--- src/rtl/tsel_pkg.sv ---
package tsel_pkg;
  typedef enum logic [1:0] {
    S_IDLE  = 2'd0,
    S_READ  = 2'd1,
    S_DRAIN = 2'd2,
    S_PICK  = 2'd3
  } tsel_state_e;
endpackage

--- src/rtl/tsel_lfsr.sv ---
module tsel_lfsr #(
  parameter int          W    = 16,
  parameter logic [W-1:0] TAPS = 16'hB400,
  parameter logic [W-1:0] SEED = 16'hACE1
) (
  input  logic         clk,
  input  logic         rst_n,
  output logic [W-1:0] q
);
  // Galois form, right shift; steps on every clock
  always_ff @(posedge clk) begin
    if (!rst_n) q <= SEED;
    else if (q[0]) q <= (q >> 1) ^ TAPS;
    else q <= q >> 1;
  end
endmodule

--- src/rtl/tsel_fold.sv ---
module tsel_fold #(
  parameter int IDX_W = 8
) (
  input  logic [IDX_W-1:0] raw,
  input  logic [IDX_W:0]   modulus,
  output logic [IDX_W-1:0] idx
);
  localparam int RW = 2 * IDX_W + 1;

  logic [RW-1:0] rem [IDX_W+1];

  assign rem[IDX_W] = RW'(raw);

  // restoring remainder: one conditional subtraction per shifted modulus
  for (genvar k = 0; k < IDX_W; k++) begin : g_step
    logic [RW-1:0] shifted;
    assign shifted = RW'(modulus) << k;
    assign rem[k] = (modulus != '0 && rem[k+1] >= shifted) ?
                    rem[k+1] - shifted : rem[k+1];
  end

  assign idx = rem[0][IDX_W-1:0];
endmodule

--- src/rtl/tsel_pick.sv ---
module tsel_pick #(
  parameter int FIT_W  = 8,
  parameter int ADDR_W = 9
) (
  input  logic [FIT_W-1:0]  fit_first,
  input  logic [FIT_W-1:0]  fit_second,
  input  logic [ADDR_W-1:0] addr_first,
  input  logic [ADDR_W-1:0] addr_second,
  output logic [ADDR_W-1:0] winner
);
  // second wins only when strictly larger, so ties keep the first
  assign winner = (fit_second > fit_first) ? addr_second : addr_first;
endmodule

--- src/rtl/tourney_select.sv ---
module tourney_select
  import tsel_pkg::*;
#(
  parameter int              FIT_W     = 8,
  parameter int              ADDR_W    = 9,
  parameter int              LFSR_W    = 16,
  parameter logic [LFSR_W-1:0] LFSR_SEED = 16'hACE1
) (
  input  logic              clk,
  input  logic              rst_n,
  input  logic              sel_start,
  input  logic              bank_hi,
  input  logic [ADDR_W-1:0] pop_size,
  output logic              fit_rd_en,
  output logic [ADDR_W-1:0] fit_rd_addr,
  input  logic [FIT_W-1:0]  fit_rd_data,
  output logic [ADDR_W-1:0] parent_a,
  output logic [ADDR_W-1:0] parent_b,
  output logic              sel_done
);
  localparam int IDX_W  = ADDR_W - 1;
  localparam int NCAND  = 4;
  localparam int NPAIR  = NCAND / 2;
  localparam int CW     = $clog2(NCAND);

  tsel_state_e       state;
  logic [CW-1:0]     rd_cnt;
  logic [CW-1:0]     cap_cnt;
  logic              rd_vld;
  logic              bank_q;
  logic [IDX_W:0]    pop_q;
  logic [ADDR_W-1:0] cand_addr [NCAND];
  logic [FIT_W-1:0]  cand_fit  [NCAND];
  logic [ADDR_W-1:0] win       [NPAIR];
  logic [LFSR_W-1:0] rnd;
  logic [IDX_W-1:0]  idx;

  tsel_lfsr #(
    .W    (LFSR_W),
    .TAPS (LFSR_W'(16'hB400)),
    .SEED (LFSR_SEED)
  ) u_lfsr (
    .clk   (clk),
    .rst_n (rst_n),
    .q     (rnd)
  );

  tsel_fold #(.IDX_W(IDX_W)) u_fold (
    .raw     (rnd[IDX_W-1:0]),
    .modulus (pop_q),
    .idx     (idx)
  );

  for (genvar p = 0; p < NPAIR; p++) begin : g_pair
    tsel_pick #(.FIT_W(FIT_W), .ADDR_W(ADDR_W)) u_pick (
      .fit_first   (cand_fit[2*p]),
      .fit_second  (cand_fit[2*p+1]),
      .addr_first  (cand_addr[2*p]),
      .addr_second (cand_addr[2*p+1]),
      .winner      (win[p])
    );
  end

  assign fit_rd_en   = (state == S_READ);
  assign fit_rd_addr = {bank_q, idx};

  always_ff @(posedge clk) begin
    if (!rst_n) begin
      state    <= S_IDLE;
      rd_cnt   <= '0;
      cap_cnt  <= '0;
      rd_vld   <= 1'b0;
      bank_q   <= 1'b0;
      pop_q    <= '0;
      parent_a <= '0;
      parent_b <= '0;
      sel_done <= 1'b0;
      for (int i = 0; i < NCAND; i++) begin
        cand_addr[i] <= '0;
        cand_fit[i]  <= '0;
      end
    end else begin
      sel_done <= 1'b0;
      rd_vld   <= fit_rd_en;
      if (rd_vld) begin
        cand_fit[cap_cnt] <= fit_rd_data;
        cap_cnt           <= cap_cnt + 1'b1;
      end
      unique case (state)
        S_IDLE: begin
          if (sel_start) begin
            bank_q  <= bank_hi;
            pop_q   <= pop_size;
            rd_cnt  <= '0;
            cap_cnt <= '0;
            state   <= S_READ;
          end
        end
        S_READ: begin
          cand_addr[rd_cnt] <= fit_rd_addr;
          rd_cnt            <= rd_cnt + 1'b1;
          if (rd_cnt == CW'(NCAND - 1)) state <= S_DRAIN;
        end
        S_DRAIN: state <= S_PICK;
        S_PICK: begin
          parent_a <= win[0];
          parent_b <= win[1];
          sel_done <= 1'b1;
          state    <= S_IDLE;
        end
        default: state <= S_IDLE;
      endcase
    end
  end
endmodule

--- config.mk ---
export PLATFORM = sky130hd
export DESIGN_NAME = tourney_select
export DESIGN_NICKNAME = d
export VERILOG_FILES = /design/src/rtl/tsel_pkg.sv /design/src/rtl/tsel_lfsr.sv /design/src/rtl/tsel_fold.sv /design/src/rtl/tsel_pick.sv /design/src/rtl/tourney_select.sv
export SDC_FILE = /design/constraint.sdc
export NUM_CORES = 1
export LEC_CHECK = 0
export ABC_AREA = 1
export BUFFER_PORTS_ARGS = -buffer_cell sky130_fd_sc_hd__buf_2
export CAP_MARGIN = 30
export CORE_AREA = 2 2 152 154
export DETAILED_ROUTE_END_ITERATION = 7
export DIE_AREA = 0 0 154 156
export GPL_TIMING_DRIVEN = 0
export RECOVER_POWER = 100
export SKIP_LAST_GASP = 1
export SLEW_MARGIN = 20
export SYNTH_ARGS = -nofsm -noshare
export SYNTH_HDL_FRONTEND = slang
export SYNTH_SLANG_ARGS = --single-unit
--- constraint.sdc ---
create_clock -name clk -period 25.2 [get_ports clk]
set_input_delay 2.52 -clock clk [delete_from_list [all_inputs] [get_ports clk]]
set_output_delay 2.52 -clock clk [all_outputs]
set_load 0.01 [all_outputs]
# [Word level (Yosys, flattened, before mapping)]
# Memories as Yosys holds them, arrays and structs flattened.
# Cells that the tools add are included.
[word_totals] register_bits=52 latch_bits=0 ram_bits=68 rom_bits=0 in_bits=21 memories=2
[op_classes] n_addsub=10 n_mul=0 n_div=0 magnitude_cmp=10 n_eq_ne=6 shift=0 mux=33 bitwise_logic=1 n_reduce_logical=16
[mem_list] name="cand_addr" depth=4 width=9 read_ports=4 rd_clocked_by_memory_dff=0 wr=4 line_no="tourney_select.sv:32" source="logic [ADDR_W-1:0] cand_addr [NCAND];"
[mem_list] name="cand_fit" depth=4 width=8 read_ports=4 rd_clocked_by_memory_dff=0 wr=4 line_no="tourney_select.sv:33" source="logic [FIT_W-1:0] cand_fit [NCAND];"
[ops] operator="two-way mux 17 bit" count=7
[ops] operator="two-way mux 9 bit" count=3
[ops] operator="greater-or-equal comparator 17 x 10 -> 1 bit" count=1
[ops] operator="greater-or-equal comparator 17 x 11 -> 1 bit" count=1
[ops] operator="greater-or-equal comparator 17 x 12 -> 1 bit" count=1
[ops] operator="greater-or-equal comparator 17 x 13 -> 1 bit" count=1
[ops] operator="greater-or-equal comparator 17 x 14 -> 1 bit" count=1
[ops] operator="greater-or-equal comparator 17 x 15 -> 1 bit" count=1
[ops] operator="greater-or-equal comparator 17 x 9 -> 1 bit" count=1
[ops] operator="subtractor 17 x 10 -> 17 bit" count=1
[ops] operator="subtractor 17 x 11 -> 17 bit" count=1
[ops] operator="subtractor 17 x 12 -> 17 bit" count=1
[ops] operator="subtractor 17 x 13 -> 17 bit" count=1
[ops] operator="subtractor 17 x 14 -> 17 bit" count=1
[ops] operator="subtractor 17 x 15 -> 17 bit" count=1
[ops] operator="subtractor 8 x 16 -> 17 bit" count=1
[ops] operator="greater-or-equal comparator 8 x 16 -> 1 bit" count=1
[ops] operator="greater-than comparator 8 bit" count=2
[ops] operator="two-way mux 16 bit" count=1
[ops] operator="two-way mux 2 bit" count=8
[ops] operator="two-way mux 8 bit" count=2
[ops] operator="two-way mux 1 bit" count=10
[ops] operator="nonzero test 9 bit" count=1
[ops] operator="OR reduction 9 bit" count=1
[ops] operator="other kinds (14)" count=26

# [Longest topological paths before layout]
[logic_depth] depth_word=25 depth_mapped=129 ltp_nobuf=121

# [Cells and area by module]
# Synthesis repeated with hierarchy kept, for this count alone.
[unflattened] cells_unflattened=1380 hier_area_um2=9989.6
[by_module_without_submodules] module="tsel_fold" n_inst=1 cells_each=832 area_per_inst_um2=4848.4 seq_area_each_um2=0.0
[by_module_without_submodules] module="tourney_select" n_inst=1 cells_each=366 area_per_inst_um2=3911.3 seq_area_each_um2=2762.6
[by_module_without_submodules] module="tsel_pick" n_inst=2 cells_each=63 area_per_inst_um2=359.1 seq_area_each_um2=0.0
[by_module_without_submodules] module="tsel_lfsr" n_inst=1 cells_each=56 area_per_inst_um2=511.7 seq_area_each_um2=320.3

# [Least setup slack after synthesis]
# Ideal clock, no wire load.
[synth_timing] path_type="register to output" from="reg pop_q[1]" to="out fit_rd_addr[5]" t_arrival_ns=15.761 setup_slack_ns=6.919 path_stages_with_launch=122 path_buffers=9 path_cell_list="dfxtp_1 -> inv_1 -> ha_1 -> nand2_2 -> nor2_4 -> nand2_2 -> nand2_2 -> nand2_1 -> inv_1 -> nor2_1 -> a21oi_1 -> ha_1 -> nand2_1 -> nor2_1 -> nand2_1 -> nor2_1 -> nor2_2 -> nand4_2 -> [86 not listed] -> a21oi_1 -> o21bai_1 -> a31oi_1 -> o21ai_0 -> a21oi_1 -> nor2_1 -> a311oi_1 -> o21ai_1 -> inv_2 -> nand2_1 -> a21oi_1 -> nand3_1 -> nor2_2 -> nand2_4 -> nand2_8 -> nand2_2 -> nand2_4 -> inv_2"
[synth_via] elab_chain_len=24 word_cells_on_any_way=33 classes_between="add/sub: 8; order compare: 8; mux: 8; reduce/logical: 9"
[synth_rtl] element="start, declared" line_no="tourney_select.sv:31" source="logic [IDX_W:0] pop_q;"
[synth_rtl] element="start signal, assigned" line_no="tourney_select.sv:93" source="pop_q <= pop_size;"
[synth_rtl] element="greater-or-equal comparator 8 x 16 -> 1 bit / nonzero test 9 bit (equally long branches)" line_no="tsel_fold.sv:18" source="assign rem[k] = (modulus != '0 && rem[k+1] >= shifted) ?"
[synth_rtl] element="logical AND 1 bit" line_no="tsel_fold.sv:18"
[synth_rtl] element="two-way mux 17 bit" line_no="tsel_fold.sv:18"
[synth_rtl] element="greater-or-equal comparator 17 x 15 -> 1 bit" line_no="tsel_fold.sv:18"
[synth_rtl] element="logical AND 1 bit" line_no="tsel_fold.sv:18"
[synth_rtl] element="two-way mux 17 bit" line_no="tsel_fold.sv:18"
[synth_rtl] element="greater-or-equal comparator 17 x 14 -> 1 bit" line_no="tsel_fold.sv:18"
[synth_rtl] element="logical AND 1 bit" line_no="tsel_fold.sv:18"
[synth_rtl] element="[8 not listed]"
[synth_rtl] element="logical AND 1 bit" line_no="tsel_fold.sv:18"
[synth_rtl] element="two-way mux 17 bit" line_no="tsel_fold.sv:18"
[synth_rtl] element="greater-or-equal comparator 17 x 10 -> 1 bit" line_no="tsel_fold.sv:18"
[synth_rtl] element="logical AND 1 bit" line_no="tsel_fold.sv:18"
[synth_rtl] element="two-way mux 17 bit" line_no="tsel_fold.sv:18"
[synth_rtl] element="greater-or-equal comparator 17 x 9 -> 1 bit" line_no="tsel_fold.sv:18"
[synth_rtl] element="logical AND 1 bit" line_no="tsel_fold.sv:18"
[synth_rtl] element="two-way mux 8 bit *" line_no="tsel_fold.sv:18"
[synth_rtl] element="end, declared" line_no="tourney_select.sv:15" source="output logic [ADDR_W-1:0] fit_rd_addr,"
# Every way passes the cells marked *; elsewhere a longest branch is shown, timed or not.

# [Final worst setup path]
[layout_timing] from="reg pop_q[1]" to="out fit_rd_addr[3]"
# The elaborated chain is that of the path after synthesis.

==> key figures <==
Run status
  • Status: complete, no violations

Floorplan
  • I/O pin count: 50
  • Die area: 0.0240 mm²
  • Cell row count: 55
  • DIE WIDTH: 154 µm
  • Initial Util: 44.3%
  • Die H: 156 µm
  • Core area: 0.0224 mm²

Placed design
  • Post-detail-place hpwl: 18100 µm
  • Count of input and output buffers: 48
  • GP Congestion: 0.901

STA
  • Final Hold Viols: 0
  • Worst-Margin Slew: 1.32 ns
  • Max frequency: 0.0440 GHz
  • Relative slew slack: 10.9%
  • Part of the cycle the worst path needs: 90.2%
  • Clock skew: 0.0157 ns
  • Count of pins over their slew limit: 0
  • RSZ-0062 raised after global routing: no
  • Sum Neg Setup Slack: 0 ns
  • Final setup violation count: 0
  • Period minus WS final: 22.73 ns

Critical path
  • FF-to-FF path depth: 121
  • Worst path max stage delay: 0.72 ns
  • CP max FO: 12
  • Kind of critical path: reg2out
  • CP startpoint kind: flip-flop
  • Slowest CP cell: dfxtp_1
  • WP data arrival: 20.21 ns
  • Reg-to-reg startpoint: pop_q[1]
  • Reg2reg end: cand_addr[1][3]
  • CP required: 22.68 ns
  • Crit. End Element: output pin
  • R2R Setup Slk: 5.25 ns
  • Cell mode on critical path: nand2_1

Yosys
  • Post-synth EDFFs: 68
  • Netlist cell types: 58
  • Post-Syn Area: 0.00990 mm²
  • Syn_area_per_cell: 7.46 µm²
  • Top FF cell, synth: edfxtp_1
  • Synth Warn #: 0
  • Syn Nets: 1442
  • Syn Inst Count: 1327
  • Post-synth top cells: 234 x nand2_1, 165 x inv_1, 157 x nor2_1
  • FF+latch count, synth: 120
  • Asr flop ratio synth: 0%
  • Largest area contributor in the netlist: edfxtp_1
  • Synth top area share: 20.6%
  • Count leader, synth: nand2_1
  • Register area share after synthesis: 31.1%
  • Synth area leaders: edfxtp_1 21%, ha_1 11%, dfxtp_1 11%

Routing
  • Total Wirelength: 23100 µm
  • Vias: 8545
  • Routed len/inst: 13.6 µm
  • Drt initial violations: 549
  • Post-route ant nets: 0
  • Length of the first detailed-routing pass in iterations: 8
  • DRC viols: 0
  • Vias/cell: 5.05

CTS
  • Post-CTS Setup Inserts: 0
  • Hold_buf cts: 0
  • CTS buffer count: 17
  • Clock slew at reported path FFs: 0.05 ns
  • Max Root-Sink Buffers: 2
  • Root Buffer: clkbuf_16
  • CTS tree: yes
  • CTS H-tree lvls: 4
  • Resize count post-CTS: 0
  • Clk_lat worst skew: 0.41 ns
  • CTS sink cnt: 120

Global routing
  • Vias in the first global route: 8032
  • Pin count of the biggest net entering global routing: 17
  • Initial antenna violation count: 0
  • GR Overflow Total: 0
  • Global-route wire length before repair: 38900 µm
  • Gr usage total: 19.8%

Final layout
  • Fillers: 2247
  • Area Overhead vs Synth: 11.7%
  • Nets: 1510
  • Share of cells above drive strength 1: 12.8%
  • Diodes inserted: 0

Job
  • Max-cap violations: 0

Worst hold path
  • Worst Hold End: u_lfsr.q[11]
  • Hold Crit Depth: 1
  • Worst hold path type: reg2reg
  • Hold_sp: u_lfsr.q[12]
metrics by stage:
| stage | std cells | instance area, µm² | utilization, % | hold WS [ns] | setup slack (ns) |
|---|---|---|---|---|---|
| 2_1_floorplan | 1327 | 9900 | - | 0.390 | 6.92 |
| 3_3_place_gp | 1660 | 10500 | 47.0 | 0.400 | 3.51 |
| 3_5_place_dp | 1661 | 10500 | 47.0 | 0.400 | 3.45 |
| 4_1_cts | 1693 | 11100 | 49.7 | 0.417 | 2.94 |
| 5_1_grt | 1693 | 11100 | 49.5 | 0.427 | 0.429 |
| 6_report | 1693 | 11100 | 49.5 | 0.411 | 2.47 |
layer usage:
layer  GRT usage [%]  part of all wire [%]
met4            5.07                   1.0
met3            2.67                   3.5
met5               0                     0
met1            25.9                    48
met2            34.5                    47
how the worst max path moves through the flow:
| stage | startpoint | endpoint | slack (ns) | cells past startpoint |
|---|---|---|---|---|
| 2_1_floorplan | pop_q[1] | fit_rd_addr[5] | 6.92 | 121 |
| 3_3_place_gp | pop_q[1] | fit_rd_addr[2] | 3.51 | 122 |
| 3_5_place_dp | pop_q[1] | fit_rd_addr[3] | 3.45 | 122 |
| 4_1_cts | pop_q[1] | fit_rd_addr[3] | 2.94 | 122 |
| 5_1_grt | pop_q[1] | fit_rd_addr[4] | 0.43 | 122 |
| 6_report | pop_q[1] | fit_rd_addr[3] | 2.47 | 122 |
cell families after synthesis:
group	Yosys count	synth area share, %
buf+inv	220	9.06
xor+xnor	62	5.56
simple gates	599	29.1
flops	120	31.1
compound gates	232	12.8
fa+ha+maj	94	12.4
area by class of cell:
class / instances / area [µm²] / share of cell area (%)
multi-input combinational: 987 / 5920 / 53.5
inverter: 192 / 721 / 6.51
sequential: 120 / 3080 / 27.9
clock buffer: 22 / 507 / 4.58
timing repair buffer: 49 / 216 / 1.96
tap: 285 / 357 / 3.22
buffer: 28 / 175 / 1.58
clock inverter: 10 / 87.6 / 0.791
cell usage in the layout, fill, tap and decap left out, types with 4 or more instances in the layout:
cell	synthesis	layout
nand2_1	234	235
inv_1	165	165
nor2_1	157	157
o21ai_0	95	97
a21oi_1	95	95
ha_1	87	87
nand3_1	71	71
edfxtp_1	68	68
dfxtp_1	52	52
xor2_1	40	40
clkbuf_1	13	38
buf_2	3	28
nand2_4	23	23
inv_2	22	22
xnor2_1	21	21
nand4_1	21	21
nand2_2	20	19
nor3_1	19	19
clkbuf_16	0	19
nor2_2	18	18
o21bai_1	7	7
nand3_2	7	7
fa_1	7	7
nor2_4	6	6
buf_6	6	6
clkinv_1	5	6
o21ai_1	8	6
buf_4	5	5
a21o_1	4	4
o211ai_1	4	4
nor4_1	4	4
or2_2	4	4
sequential cells by signal, summed over array words and instances (netlist names):
signal / flops
cand_addr: 36
state: 2
u_lfsr.q: 16
sel_done: 1
cap_cnt: 2
rd_cnt: 2
bank_q: 1
cand_fit: 32
parent_a: 9
parent_b: 9
rd_vld: 1
pop_q: 9
worst max-delay path: cells and delay by family (launching register included):
kind            cells  cell delay, ns
compound gates     42            8.00
fa+ha+maj           8            2.96
buf+inv            20            2.83
flops               1            0.72
simple gates       52            5.23
Power is left out: the tool's default activity adds up to more than one toggle a clock period on the data nets, which glitch-free logic cannot reach.
